**src/rtl/cnt_pkg.sv**
```systemverilog
package cnt_pkg;
    typedef enum logic [1:0] {
        OP_HOLD  = 2'd0,
        OP_COUNT = 2'd1,
        OP_LOAD  = 2'd2,
        OP_CLEAR = 2'd3
    } stage_op_t;
endpackage

```
**src/rtl/cnt_op_decode.sv**
```systemverilog
module cnt_op_decode
    import cnt_pkg::*;
(
    input  logic      clr_n,
    input  logic      load_n,
    input  logic      en_p,
    input  logic      en_t,
    output stage_op_t op
);
    // Fixed priority: clear, then load, then count, else hold
    always_comb begin
        if (!clr_n)
            op = OP_CLEAR;
        else if (!load_n)
            op = OP_LOAD;
        else if (en_p && en_t)
            op = OP_COUNT;
        else
            op = OP_HOLD;
    end
endmodule

```
**src/rtl/cnt_stage.sv**
```systemverilog
module cnt_stage
    import cnt_pkg::*;
#(
    parameter int SW = 4
) (
    input  logic          clk,
    input  logic          clr_n,
    input  logic          load_n,
    input  logic          en_p,
    input  logic          en_t,
    input  logic [SW-1:0] din,
    output logic [SW-1:0] q,
    output logic          tc
);
    stage_op_t     op;
    logic [SW-1:0] q_next;

    cnt_op_decode u_dec (
        .clr_n  (clr_n),
        .load_n (load_n),
        .en_p   (en_p),
        .en_t   (en_t),
        .op     (op)
    );

    // Next-state selection per operation
    always_comb begin
        unique case (op)
            OP_CLEAR: q_next = '0;
            OP_LOAD:  q_next = din;
            OP_COUNT: q_next = q + SW'(1);
            OP_HOLD:  q_next = q;
        endcase
    end

    // State register
    always_ff @(posedge clk) begin
        q <= q_next;
    end

    // Look-ahead carry: gated by the carry enable only
    assign tc = en_t & (&q);
endmodule

```
**src/rtl/cnt_chain.sv**
```systemverilog
module cnt_chain #(
    parameter int STAGES = 2,
    parameter int SW     = 4,
    localparam int W     = STAGES * SW
) (
    input  logic         clk,
    input  logic         clr_n,
    input  logic         load_n,
    input  logic         en_p,
    input  logic         en_t,
    input  logic [W-1:0] din,
    output logic [W-1:0] q,
    output logic         tc
);
    logic [STAGES:0] carry;

    assign carry[0] = en_t;

    for (genvar k = 0; k < STAGES; k++) begin : g_stage
        cnt_stage #(.SW(SW)) u_stage (
            .clk    (clk),
            .clr_n  (clr_n),
            .load_n (load_n),
            .en_p   (en_p),
            .en_t   (carry[k]),
            .din    (din[k*SW +: SW]),
            .q      (q[k*SW +: SW]),
            .tc     (carry[k+1])
        );
    end

    assign tc = carry[STAGES];
endmodule

```
**src/rtl/cnt_mod_clear.sv**
```systemverilog
module cnt_mod_clear #(
    parameter int           W         = 8,
    parameter bit           TRUNC_EN  = 1'b0,
    parameter logic [W-1:0] TRUNC_VAL = '0
) (
    input  logic [W-1:0] count,
    input  logic         clr_n_in,
    output logic         clr_n_out
);
    if (TRUNC_EN) begin : g_trunc
        // Match on the chosen count pulls the synchronous clear low
        assign clr_n_out = clr_n_in & ~(count == TRUNC_VAL);
    end else begin : g_pass
        logic unused_count;
        assign unused_count = ^count;
        assign clr_n_out    = clr_n_in;
    end
endmodule

```
**src/rtl/cnt_casc_top.sv**
```systemverilog
module cnt_casc_top #(
    parameter int                      STAGES    = 2,
    parameter int                      SW        = 4,
    parameter bit                      TRUNC_EN  = 1'b0,
    parameter logic [STAGES*SW-1:0]    TRUNC_VAL = '0
) (
    input  logic                   clk,
    input  logic                   clr_n,
    input  logic                   load_n,
    input  logic                   cnt_en,
    input  logic                   carry_en,
    input  logic [STAGES*SW-1:0]   din,
    output logic [STAGES*SW-1:0]   count,
    output logic                   carry_out
);
    localparam int W = STAGES * SW;

    logic clr_n_int;

    cnt_mod_clear #(
        .W         (W),
        .TRUNC_EN  (TRUNC_EN),
        .TRUNC_VAL (TRUNC_VAL)
    ) u_mod (
        .count     (count),
        .clr_n_in  (clr_n),
        .clr_n_out (clr_n_int)
    );

    cnt_chain #(
        .STAGES (STAGES),
        .SW     (SW)
    ) u_chain (
        .clk    (clk),
        .clr_n  (clr_n_int),
        .load_n (load_n),
        .en_p   (cnt_en),
        .en_t   (carry_en),
        .din    (din),
        .q      (count),
        .tc     (carry_out)
    );
endmodule

```
**config.mk**
```make
export PLATFORM = sky130hd
export DESIGN_NAME = cnt_casc_top
export DESIGN_NICKNAME = d
export VERILOG_FILES = /design/src/rtl/cnt_pkg.sv /design/src/rtl/cnt_op_decode.sv /design/src/rtl/cnt_stage.sv /design/src/rtl/cnt_chain.sv /design/src/rtl/cnt_mod_clear.sv /design/src/rtl/cnt_casc_top.sv
export SDC_FILE = /design/constraint.sdc
export NUM_CORES = 1
export LEC_CHECK = 0
export BUFFER_PORTS_ARGS = -buffer_cell sky130_fd_sc_hd__buf_2
export CORE_AREA = 2 2 39 41
export CTS_CLUSTER_SIZE = 8
export DETAILED_ROUTE_END_ITERATION = 10
export DIE_AREA = 0 0 41 43
export GPL_TIMING_DRIVEN = 0
export PLACE_DENSITY = 0.66
export SETUP_SLACK_MARGIN = 0.02
export SLEW_MARGIN = 20
export SYNTH_ARGS = -nofsm -noshare
export SYNTH_HDL_FRONTEND = slang
export SYNTH_SLANG_ARGS = --single-unit
```
**constraint.sdc**
```tcl
create_clock -name clk -period 1.4 [get_ports clk]
set_clock_uncertainty 0.15 [all_clocks]
set_input_delay 0.07 -clock clk [delete_from_list [all_inputs] [get_ports clk]]
set_output_delay 0.07 -clock clk [all_outputs]
set_load 0.02 [all_outputs]
```
==> results of run 1 <==
kinds of logic after synthesis:
kind of cell	count (synthesis)	synth area share [%]
AO/OA/AOI/OAI	9	14.13
AND/OR/NAND/NOR	15	18.67
XOR/XNOR	4	7.468
flip-flops	8	51.20
buffers and inverters	2	3.199
adder cells (fa/ha/maj)	2	5.332
metal layers:
| metal | share of wire (%) | routed length [um] | track usage, % |
|---|---|---|---|
| met3 | 5.2 | 58 | 4.712 |
| met2 | 52 | 581 | 25.31 |
| met4 | 0 | 0 | 6.000 |
| met5 | 0 | 0 | 0 |
| met1 | 43 | 480 | 16.55 |
worst max-delay path by stage:
| stage | from | to | slack (ps) | depth (start not counted) |
|---|---|---|---|---|
| floorplan | u_chain.g_stage[0].u_stage.q[0]$_DFFE_PP_ | u_chain.g_stage[1].u_stage.q[0]$_DFFE_PP_ | -220 | 3 |
| global placement | u_chain.g_stage[0].u_stage.q[0]$_DFFE_PP_ | u_chain.g_stage[1].u_stage.q[1]$_DFFE_PP_ | -220 | 3 |
| detailed placement | u_chain.g_stage[0].u_stage.q[0]$_DFFE_PP_ | u_chain.g_stage[1].u_stage.q[1]$_DFFE_PP_ | -270 | 3 |
| CTS | u_chain.g_stage[0].u_stage.q[0]$_DFFE_PP_ | u_chain.g_stage[1].u_stage.q[1]$_DFFE_PP_ | -80 | 4 |
| global route | u_chain.g_stage[0].u_stage.q[1]$_DFFE_PP_ | u_chain.g_stage[1].u_stage.q[1]$_DFFE_PP_ | -100 | 4 |
| finish | u_chain.g_stage[0].u_stage.q[1]$_DFFE_PP_ | u_chain.g_stage[1].u_stage.q[1]$_DFFE_PP_ | -50 | 4 |
what timing repair did:
action	in CTS	in global routing
hold endpoints to repair	8	0
pin swaps	4	3
gates resized for setup	2	1
buffers inserted	6	1
setup endpoints to repair	8	11
hold buffers	8	0
layout by cell type (no fill, tap or decap):
master and instances:
nor2_2 1, xor2_1 2, nand4_1 1, ha_2 1, buf_6 1, o211ai_1 1, nand2_1 6, clkbuf_4 3
buf_2 20, nor2_4 1, o21ai_0 3, nor2b_1 1, buf_4 8, nand4_2 1, inv_1 1, dlygate4sd3_1 8
a22o_1 3, o21ai_1 1, nand3_1 3, xnor2_1 2, ha_4 1, edfxtp_1 8, o31ai_2 1, nand3_4 1
where the power goes:
| part | switching (mW) | internal [mW] | total [mW] |
|---|---|---|---|
| sequential | 0.0186 | 0.285 | 0.304 |
| clock | 0.0824 | 0.0984 | 0.181 |
| combinational | 0.0699 | 0.0758 | 0.146 |
| total | 0.171 | 0.459 | 0.630 |
worst reg2reg max path: stages (launching register included):
cell	delay, ps
edfxtp_1	390
ha_4	170
nand3_4	110
o211ai_1	180
buf_4	170
layout make-up:
| class | instances | area [sq um] | share of cell area, % |
|---|---|---|---|
| timing repair buffer | 36 | 240.2 | 30.92 |
| sequential | 8 | 240.2 | 30.92 |
| tap | 16 | 20.02 | 2.576 |
| clock buffer | 3 | 22.52 | 2.899 |
| buffer | 1 | 11.26 | 1.449 |
| multi-input combinational | 30 | 239.0 | 30.76 |
| inverter | 1 | 3.754 | 0.4831 |
metrics by stage:
step / instances / instance area, sq um / total power [mW] / TNS [ps] / hold WS (ps)
6_report: 95 / 777.0 / 0.6301 / -223.9 / 124.3
5_1_grt: 95 / 777.0 / 0.6642 / -522.3 / 132.8
4_1_cts: 94 / 767.0 / 0.6347 / -349.1 / 115.7
3_5_place_dp: 77 / 616.8 / 0.4208 / -1154 / 203.0
3_3_place_gp: 77 / 616.8 / 0.4177 / -876.6 / 196.5
2_1_floorplan: 40 / 491.7 / 0.3734 / -1043 / 107.1
==> results.py, run 1 <==
metrics = {
    "critical_path": {
        "cp.required_ps": 1220,
        "start_kind": "register",
        "path_buf_inv": 1,
        "max_stage_delay_ps": 390,
        "critPathMaxFanout": 4,
        "slowest_stage": "edfxtp_1",
        "cp_top_family": "flip-flops",
        "cp-end-kind": "register",
        "r2r-end": "u_chain.g_stage[1].u_stage.q[1]$_DFFE_PP_",
        "r2r_setup_slack_ps": -50,
        "reg2reg_from": "u_chain.g_stage[0].u_stage.q[1]$_DFFE_PP_",
        "path_cells": "ha_4 -> nand3_4 -> o211ai_1 -> buf_4",
        "worst-setup-path-type": "reg -> reg",
        "r2r_cells": 4,
        "crit_arrival_ps": 1270,
    },
    "synthesis": {
        "synthTopCellsByArea": "edfxtp_1 51%, a22o_1 5.6%, ha_1 5.3%",
        "syn_area_sq_um": 469.2,
        "async_reset_ff_share_pct": 0,
        "yosysMostFrequentCell": "edfxtp_1",
        "ys_warn_count": 0,
        "netlist_instances": 40,
        "ys_top_cells_by_count": "8 x edfxtp_1, 6 x nand2_1, 4 x o21ai_0",
        "syn_avg_cell_area_sq_um": 11.73,
        "ys.flop_type": "edfxtp_1",
        "synth_top_cell_by_area": "edfxtp_1",
        "synth_edf_count": 8,
        "synth_top_area_share_pct": 51.20,
        "ys_ff_latch": 8,
        "synth.distinct_cells": 18,
        "synth_nets": 55,
        "ys_seq_area_share_pct": 51.20,
    },
    "hold_path": {
        "min_path_type": "in -> reg",
        "hold_depth": 2,
        "worstHoldStart": "load_n",
        "hold_end": "u_chain.g_stage[0].u_stage.q[1]$_DFFE_PP_",
    },
    "final_layout": {
        "drive_gt1_share_pct": 49.37,
        "largest_reg_flops": 8,
        "nets": 96,
        "syn2layout_area_growth_pct": 65.60,
        "top_regs": "u_chain.g_stage.u_stage.q (8)",
        "fillCellCount": 130,
        "regMostFlops": "u_chain.g_stage.u_stage.q",
        "utilization_pct": 56.15,
        "diodes": 0,
    },
    "sta": {
        "fin_crit_sh_pct": 103.7,
        "rsz0062_at_grt": "true",
        "fmax_mhz": 688.6,
        "layout_setup_ws_ps": -52.28,
        "period_needed_ps": 1452,
        "worst_pin_slew_ps": 226.8,
        "final_max_slew_viol_count": 0,
        "max_slew_margin_pct": 84.84,
        "hold_viol_final": 0,
        "setup_violations": 5,
    },
    "clocking": {
        "h-tree-depth": 1,
        "cts_root_buf": "clkbuf_4",
        "cts_max_path_buffers": 2,
        "cts_tree": "built",
        "clk_pin_slew_worst_paths_ps": 60,
        "insertion_delay_ps": 250,
        "cts_sinks": 8,
        "cts_buffers": 3,
    },
    "floorplanning": {
        "die-area_sq_mm": 0.001763,
        "start_util_pct": 33.91,
        "coreArea_sq_mm": 0.001384,
        "die_width_um": 41,
        "boundaryPins": 22,
        "num_rows": 14,
        "die_h_um": 43,
    },
    "grt": {
        "grt_pass1_wl_um": 1752,
        "grt_antenna_before_repair": 0,
        "grt_util_all_layers_pct": 15.09,
        "grt.overflow.total": 0,
        "grt_pass1_vias": 444,
        "grt_start_max_net_pins": 9,
    },
    "power_and_ir_drop": {
        "power.leakage_nw": 0.3395,
        "peakVddDrop_mv": 0.4109,
        "p_per_area_mw_per_mm2": 810.9,
    },
    "flow_run": {
        "drv_cap": 0,
    },
    "detailed_routing": {
        "drtIter0Drc": 9,
        "detail_route.wl_per_cell_um": 11.78,
        "ant_nets": 0,
        "routed_via_density": 4.863,
        "drt_first_pass_iters": 4,
        "routed_wl_um": 1119,
        "via_count": 462,
        "drc_errors": 0,
    },
    "place": {
        "dpl_worst_slack_ps": -273.5,
        "port_buffers": 21,
        "dp_hpwl_um": 788.9,
        "gp_congestion": 0.6718,
    },
    "run_status": {
        "status": "complete, but fails checks",
        "violations": "negative setup slack",
    },
}
Note: power is estimated with default switching activity, not from simulation.
==> run 2: changes to the inputs <==
PLACE_DENSITY = default   (was 0.66)
clock period = 1.75 ns   (was 1.4 ns; I/O delays follow)
==> run 2 against run 1 <==
The run now ends clean; final cell count is 6.3% lower; hold slack better by 5.1 ps; register-to-register slack better by 220 ps; global-route usage fell by 1.0 points; non-clock buffer count decreased by 6; sequential share of layout area grew 3.2 points; clock power decreased by 24%; combinational power down 32%; critical path type unchanged; largest cell class is now registers; highest routed layer unchanged.
==> results.py, run 2 (synthesis gave the netlist of run 1 again) <==
metrics = {
    "grt": {
        "grt_pass1_wl_um": 1669,
        "grt.overflow.total": 0,
        "grt_util_all_layers_pct": 14.08,
        "grt_start_max_net_pins": 9,
        "grt_antenna_before_repair": 0,
        "grt_pass1_vias": 413,
    },
    "sta": {
        "fmax_mhz": 630.8,
        "final_max_slew_viol_count": 0,
        "fin_crit_sh_pct": 90.59,
        "max_slew_margin_pct": 85.42,
        "setup_violations": 0,
        "worst_pin_slew_ps": 218.2,
        "hold_viol_final": 0,
        "setup-tns-final_ps": 0,
        "rsz0062_at_grt": "false",
        "period_needed_ps": 1585,
    },
    "clocking": {
        "cts_max_path_buffers": 2,
        "cts_sinks": 8,
        "cts_root_buf": "clkbuf_4",
        "h-tree-depth": 1,
        "insertion_delay_ps": 240,
        "clk_pin_slew_worst_paths_ps": 50,
        "cts_tree": "built",
        "cts_resized": 0,
        "cts_buffers": 3,
    },
    "power_and_ir_drop": {
        "pwr-share-seq_pct": 50.6,
        "p_int_mw": 0.3552,
        "pwr-share-clk_pct": 28.6,
        "comb_power_share_pct": 20.8,
        "sw_frac_of_total_pct": 25.75,
        "p_switching_mw": 0.1232,
        "power.leakage_nw": 0.3132,
        "peakVddDrop_mv": 0.3315,
        "p_per_area_mw_per_mm2": 679.2,
    },
    "final_layout": {
        "largest_reg_flops": 8,
        "final_common_cell": "buf_2",
        "diodes": 0,
        "mostFrequentLayoutCells": "21 x buf_2, 8 x dlygate4sd3_1, 8 x edfxtp_1",
        "syn2layout_area_growth_pct": 50.13,
        "top_regs": "u_chain.g_stage.u_stage.q (8)",
        "regMostFlops": "u_chain.g_stage.u_stage.q",
        "nets": 90,
        "stdcell_area_sq_um": 704.4,
        "drive_gt1_share_pct": 41.10,
    },
    "detailed_routing": {
        "drtIter0Drc": 9,
        "via_count": 431,
        "routed_wl_um": 1049,
        "detail_route.wl_per_cell_um": 11.79,
        "drt_first_pass_iters": 4,
        "ant_nets": 0,
        "drc_errors": 0,
        "routed_via_density": 4.843,
    },
    "place": {
        "port_buffers": 21,
        "gp_congestion": 0.6363,
        "dp_hpwl_um": 748.3,
        "place_area_sq_um": 594.3,
    },
    "critical_path": {
        "crit_arrival_ps": 1400,
        "path_cells": "ha_1 -> nand3_2 -> o211ai_1 -> buf_4",
        "cp.required_ps": 1560,
        "cp-end-kind": "register",
        "worst-setup-path-type": "reg -> reg",
        "max_stage_delay_ps": 380,
        "slowest_stage": "edfxtp_1",
        "critPathMaxFanout": 4,
        "start_kind": "register",
    },
    "floorplanning": {
        "boundaryPins": 22,
        "coreArea_sq_mm": 0.001384,
        "num_rows": 14,
        "start_util_pct": 33.91,
        "die-area_sq_mm": 0.001763,
        "die_h_um": 43,
        "die_width_um": 41,
    },
    "run_status": {
        "status": "complete, no violations",
    },
    "hold_path": {
        "min_path_type": "in -> reg",
    },
    "flow_run": {
        "drv_cap": 0,
    },
}
[run 2: final timing paths]
path,from,endpoint,slack (ps),cells past startpoint
setup / recovery,u_chain.g_stage[0].u_stage.q[0]$_DFFE_PP_,u_chain.g_stage[1].u_stage.q[0]$_DFFE_PP_,160,4
hold / removal,load_n,u_chain.g_stage[0].u_stage.q[0]$_DFFE_PP_,130,2
setup reg to reg,u_chain.g_stage[0].u_stage.q[0]$_DFFE_PP_,u_chain.g_stage[1].u_stage.q[0]$_DFFE_PP_,160,4
hold reg to reg,u_chain.g_stage[0].u_stage.q[0]$_DFFE_PP_,u_chain.g_stage[0].u_stage.q[0]$_DFFE_PP_,520,1
[run 2: through the flow]
step	hold slack, ps	setup slack, ps	power, mW	std cells	utilization, %
floorplan	124.6	62.81	0.2930	40	-
CTS	115.7	159.6	0.4924	89	50.90
global placement	213.5	38.11	0.3285	77	42.95
finish	129.4	164.7	0.4785	89	50.90
global route	144.4	53.87	0.5066	89	50.90
detailed placement	220.1	28.80	0.3303	77	42.95
[run 2: per-layer routing]
metal	vias to the layer above	track usage [%]	routed length, um
met3	0	4.712	61
met1	199	17.63	458
met2	15	22.19	529
met5	-	0	0
met4	0	4.000	0
li1	217	-	-
[run 2: power by group through the flow]
| stage | sequential (mW) | combinational [mW] | clock [mW] |
|---|---|---|---|
| 2_1_floorplan | 0.263 | 0.0303 | 0 |
| 3_3_place_gp | 0.246 | 0.0828 | 0 |
| 3_5_place_dp | 0.246 | 0.0845 | 0 |
| 4_1_cts | 0.242 | 0.101 | 0.150 |
| 5_1_grt | 0.245 | 0.110 | 0.152 |
| 6_report | 0.242 | 0.0995 | 0.137 |
[run 2: final cells by class]
cell class | instances | area (sq um)
Clock buffer | 3 | 22.52
Multi-Input combinational cell | 30 | 214.0
Inverter | 1 | 3.754
Buffer | 1 | 11.26
Tap cell | 16 | 20.02
Sequential cell | 8 | 240.2
Timing Repair Buffer | 30 | 192.7
Fill cell | 133 | 679.4
[run 2: critical path, delay by kind of cell, from the launching register on]
| kind | cells | cell delay (ps) |
|---|---|---|
| AO/OA/AOI/OAI | 1 | 210 |
| AND/OR/NAND/NOR | 1 | 160 |
| buffers and inverters | 1 | 170 |
| adder cells (fa/ha/maj) | 1 | 220 |
| flip-flops | 1 | 380 |
[run 2: what timing repair did]
item / CTS / global route
hold endpoints to repair: 8 / 0
hold buffers: 8 / 0
buffers inserted: 1 / 0
setup endpoints to repair: 4 / 0
==> run 3: changes to the inputs <==
clock period = 1.7 ns   (was 1.75 ns; I/O delays follow)
==> run 3 against run 2 <==
First-iteration DRC count is 100% lower; core utilization is 0.72 points higher; non-clock buffer count stayed put; via count is 0.23% lower; largest power group unchanged; wire length is 1.0% higher; combinational power is 5% higher; die area stayed put; highest routed layer unchanged; power is 4.6% higher.
==> results.py, run 3 (synthesis gave the netlist of run 1 again) <==
metrics = {
    "run_status": {
        "status": "complete, no violations",
    },
    "detailed_routing": {
        "detail_route.wl_per_cell_um": 11.91,
        "routed_wl_um": 1060,
        "drt_first_pass_iters": 1,
        "routed_via_density": 4.831,
        "ant_nets": 0,
        "via_count": 430,
        "drtIter0Drc": 0,
        "drc_errors": 0,
    },
    "clocking": {
        "insertion_delay_ps": 250,
        "h-tree-depth": 1,
        "cts_tree": "built",
        "cts_root_buf": "clkbuf_4",
        "cts_max_path_buffers": 2,
        "clk_pin_slew_worst_paths_ps": 60,
        "cts_buffers": 3,
        "cts_sinks": 8,
    },
    "sta": {
        "hold_viol_final": 0,
        "fin_crit_sh_pct": 90.13,
        "setup-tns-final_ps": 0,
        "max_slew_margin_pct": 85.41,
        "period_needed_ps": 1532,
        "setup_violations": 0,
        "worst_pin_slew_ps": 218.3,
        "final_max_slew_viol_count": 0,
        "rsz0062_at_grt": "false",
        "fmax_mhz": 652.7,
        "layout_setup_ws_ps": 167.9,
    },
    "grt": {
        "grt_pass1_wl_um": 1683,
        "grt.overflow.total": 0,
        "grt_pass1_vias": 421,
        "grt_antenna_before_repair": 0,
        "grt_start_max_net_pins": 9,
        "grt_util_all_layers_pct": 14.17,
    },
    "final_layout": {
        "fillCellCount": 129,
        "largest_reg_flops": 8,
        "final_common_cell": "buf_2",
        "syn2layout_area_growth_pct": 52.27,
        "nets": 90,
        "regMostFlops": "u_chain.g_stage.u_stage.q",
        "mostFrequentLayoutCells": "21 x buf_2, 8 x dlygate4sd3_1, 8 x edfxtp_1",
        "drive_gt1_share_pct": 42.47,
        "top_regs": "u_chain.g_stage.u_stage.q (8)",
        "diodes": 0,
        "utilization_pct": 51.63,
    },
    "place": {
        "port_buffers": 21,
        "dpl_worst_slack_ps": -50.97,
        "dp_hpwl_um": 760.5,
        "gp_congestion": 0.6171,
    },
    "hold_path": {
        "hold_depth": 2,
        "hold_end": "u_chain.g_stage[0].u_stage.q[3]$_DFFE_PP_",
        "worstHoldStart": "load_n",
        "min_path_type": "in -> reg",
    },
    "critical_path": {
        "r2r_cells": 4,
        "crit_arrival_ps": 1350,
        "reg2reg_from": "u_chain.g_stage[0].u_stage.q[0]$_DFFE_PP_",
        "worst-setup-path-type": "reg -> reg",
        "max_stage_delay_ps": 390,
        "critPathMaxFanout": 4,
        "cp.required_ps": 1520,
        "r2r-end": "u_chain.g_stage[1].u_stage.q[2]$_DFFE_PP_",
        "cp-end-kind": "register",
        "path_cells": "ha_2 -> nand3_4 -> o211ai_1 -> buf_4",
        "slowest_stage": "edfxtp_1",
        "start_kind": "register",
        "r2r_setup_slack_ps": 170,
    },
    "power_and_ir_drop": {
        "pwr-share-clk_pct": 29.3,
        "power.leakage_nw": 0.3111,
        "p_int_mw": 0.3666,
        "p_switching_mw": 0.1340,
        "sw_frac_of_total_pct": 26.77,
        "pwr-share-seq_pct": 50.0,
        "p_per_area_mw_per_mm2": 700.7,
        "peakVddDrop_mv": 0.3088,
        "comb_power_share_pct": 20.7,
    },
    "floorplanning": {
        "num_rows": 14,
        "boundaryPins": 22,
        "start_util_pct": 33.91,
        "die_width_um": 41,
        "coreArea_sq_mm": 0.001384,
        "die-area_sq_mm": 0.001763,
        "die_h_um": 43,
    },
    "flow_run": {
        "drv_cap": 0,
    },
}
==> run 3: worst max path at each step <==
| stage | from | to | slack, ps | depth (start not counted) |
|---|---|---|---|---|
| after floorplan | u_chain.g_stage[0].u_stage.q[0]$_DFFE_PP_ | u_chain.g_stage[1].u_stage.q[0]$_DFFE_PP_ | 20 | 3 |
| after global placement | u_chain.g_stage[0].u_stage.q[0]$_DFFE_PP_ | u_chain.g_stage[1].u_stage.q[1]$_DFFE_PP_ | -0.1 | 3 |
| after detailed placement | u_chain.g_stage[0].u_stage.q[0]$_DFFE_PP_ | u_chain.g_stage[1].u_stage.q[1]$_DFFE_PP_ | -50 | 3 |
| after CTS | u_chain.g_stage[0].u_stage.q[0]$_DFFE_PP_ | u_chain.g_stage[1].u_stage.q[2]$_DFFE_PP_ | 100 | 4 |
| after global routing | u_chain.g_stage[0].u_stage.q[0]$_DFFE_PP_ | carry_out | 60 | 4 |
| final | u_chain.g_stage[0].u_stage.q[0]$_DFFE_PP_ | u_chain.g_stage[1].u_stage.q[2]$_DFFE_PP_ | 170 | 4 |
==> run 3: cell type report <==
type / instances / area (sq um) / share of cell area (%)
flip-flops and latches: 8 / 240.2 / 33.63
multi-input cells: 30 / 224.0 / 31.35
repair buffers: 30 / 192.7 / 26.97
clock buffers: 3 / 22.52 / 3.152
well taps: 16 / 20.02 / 2.802
plain buffers: 1 / 11.26 / 1.576
inverters: 1 / 3.754 / 0.5254
==> run 3: repair_timing <==
action / in CTS / in global routing
hold endpoints to repair: 8 / 0
pin swaps: 1 / 0
hold buffers: 8 / 0
endpoints found under the setup margin: 4 / 5
buffers inserted: 1 / 0
resized for setup: 0 / 2
==> run 3: metrics by stage <==
step                total power [mW]  hold WS (ps)  instances  area [sq um]
floorplan                     0.3016         122.1         40         469.2
global placement              0.3381         210.9         77         594.3
detailed placement            0.3402         215.3         77         594.3
CTS                           0.5055         110.7         89         704.4
global route                  0.5294         132.5         89         714.4
finish                        0.5006         117.7         89         714.4
==> run 3: routing by layer <==
metal	track usage, %	wire length (um)	share of wire, %	up-vias
met2	23.13	531	50	15
met1	16.89	470	44	198
li1	-	-	-	217
met4	4.000	0	0	0
met3	4.712	58	5.5	0
met5	0	0	0	-
==> run 3: power groups by stage <==
stage	Sequential [mW]	Clock [mW]	Combinational, mW
after detailed placement	0.253	0	0.0870
after global routing	0.254	0.161	0.115
after CTS	0.249	0.153	0.103
after floorplan	0.270	0	0.0312
final	0.250	0.147	0.104
after global placement	0.253	0	0.0852
==> run 3: worst max-delay path: cells and delay by family (launching register included) <==
family / cells / cell delay, ps
adders and majority gates: 1 / 240
buffers and inverters: 1 / 160
AOI/OAI and AO/OA: 1 / 190
and+or+nand+nor: 1 / 120
DFF: 1 / 390
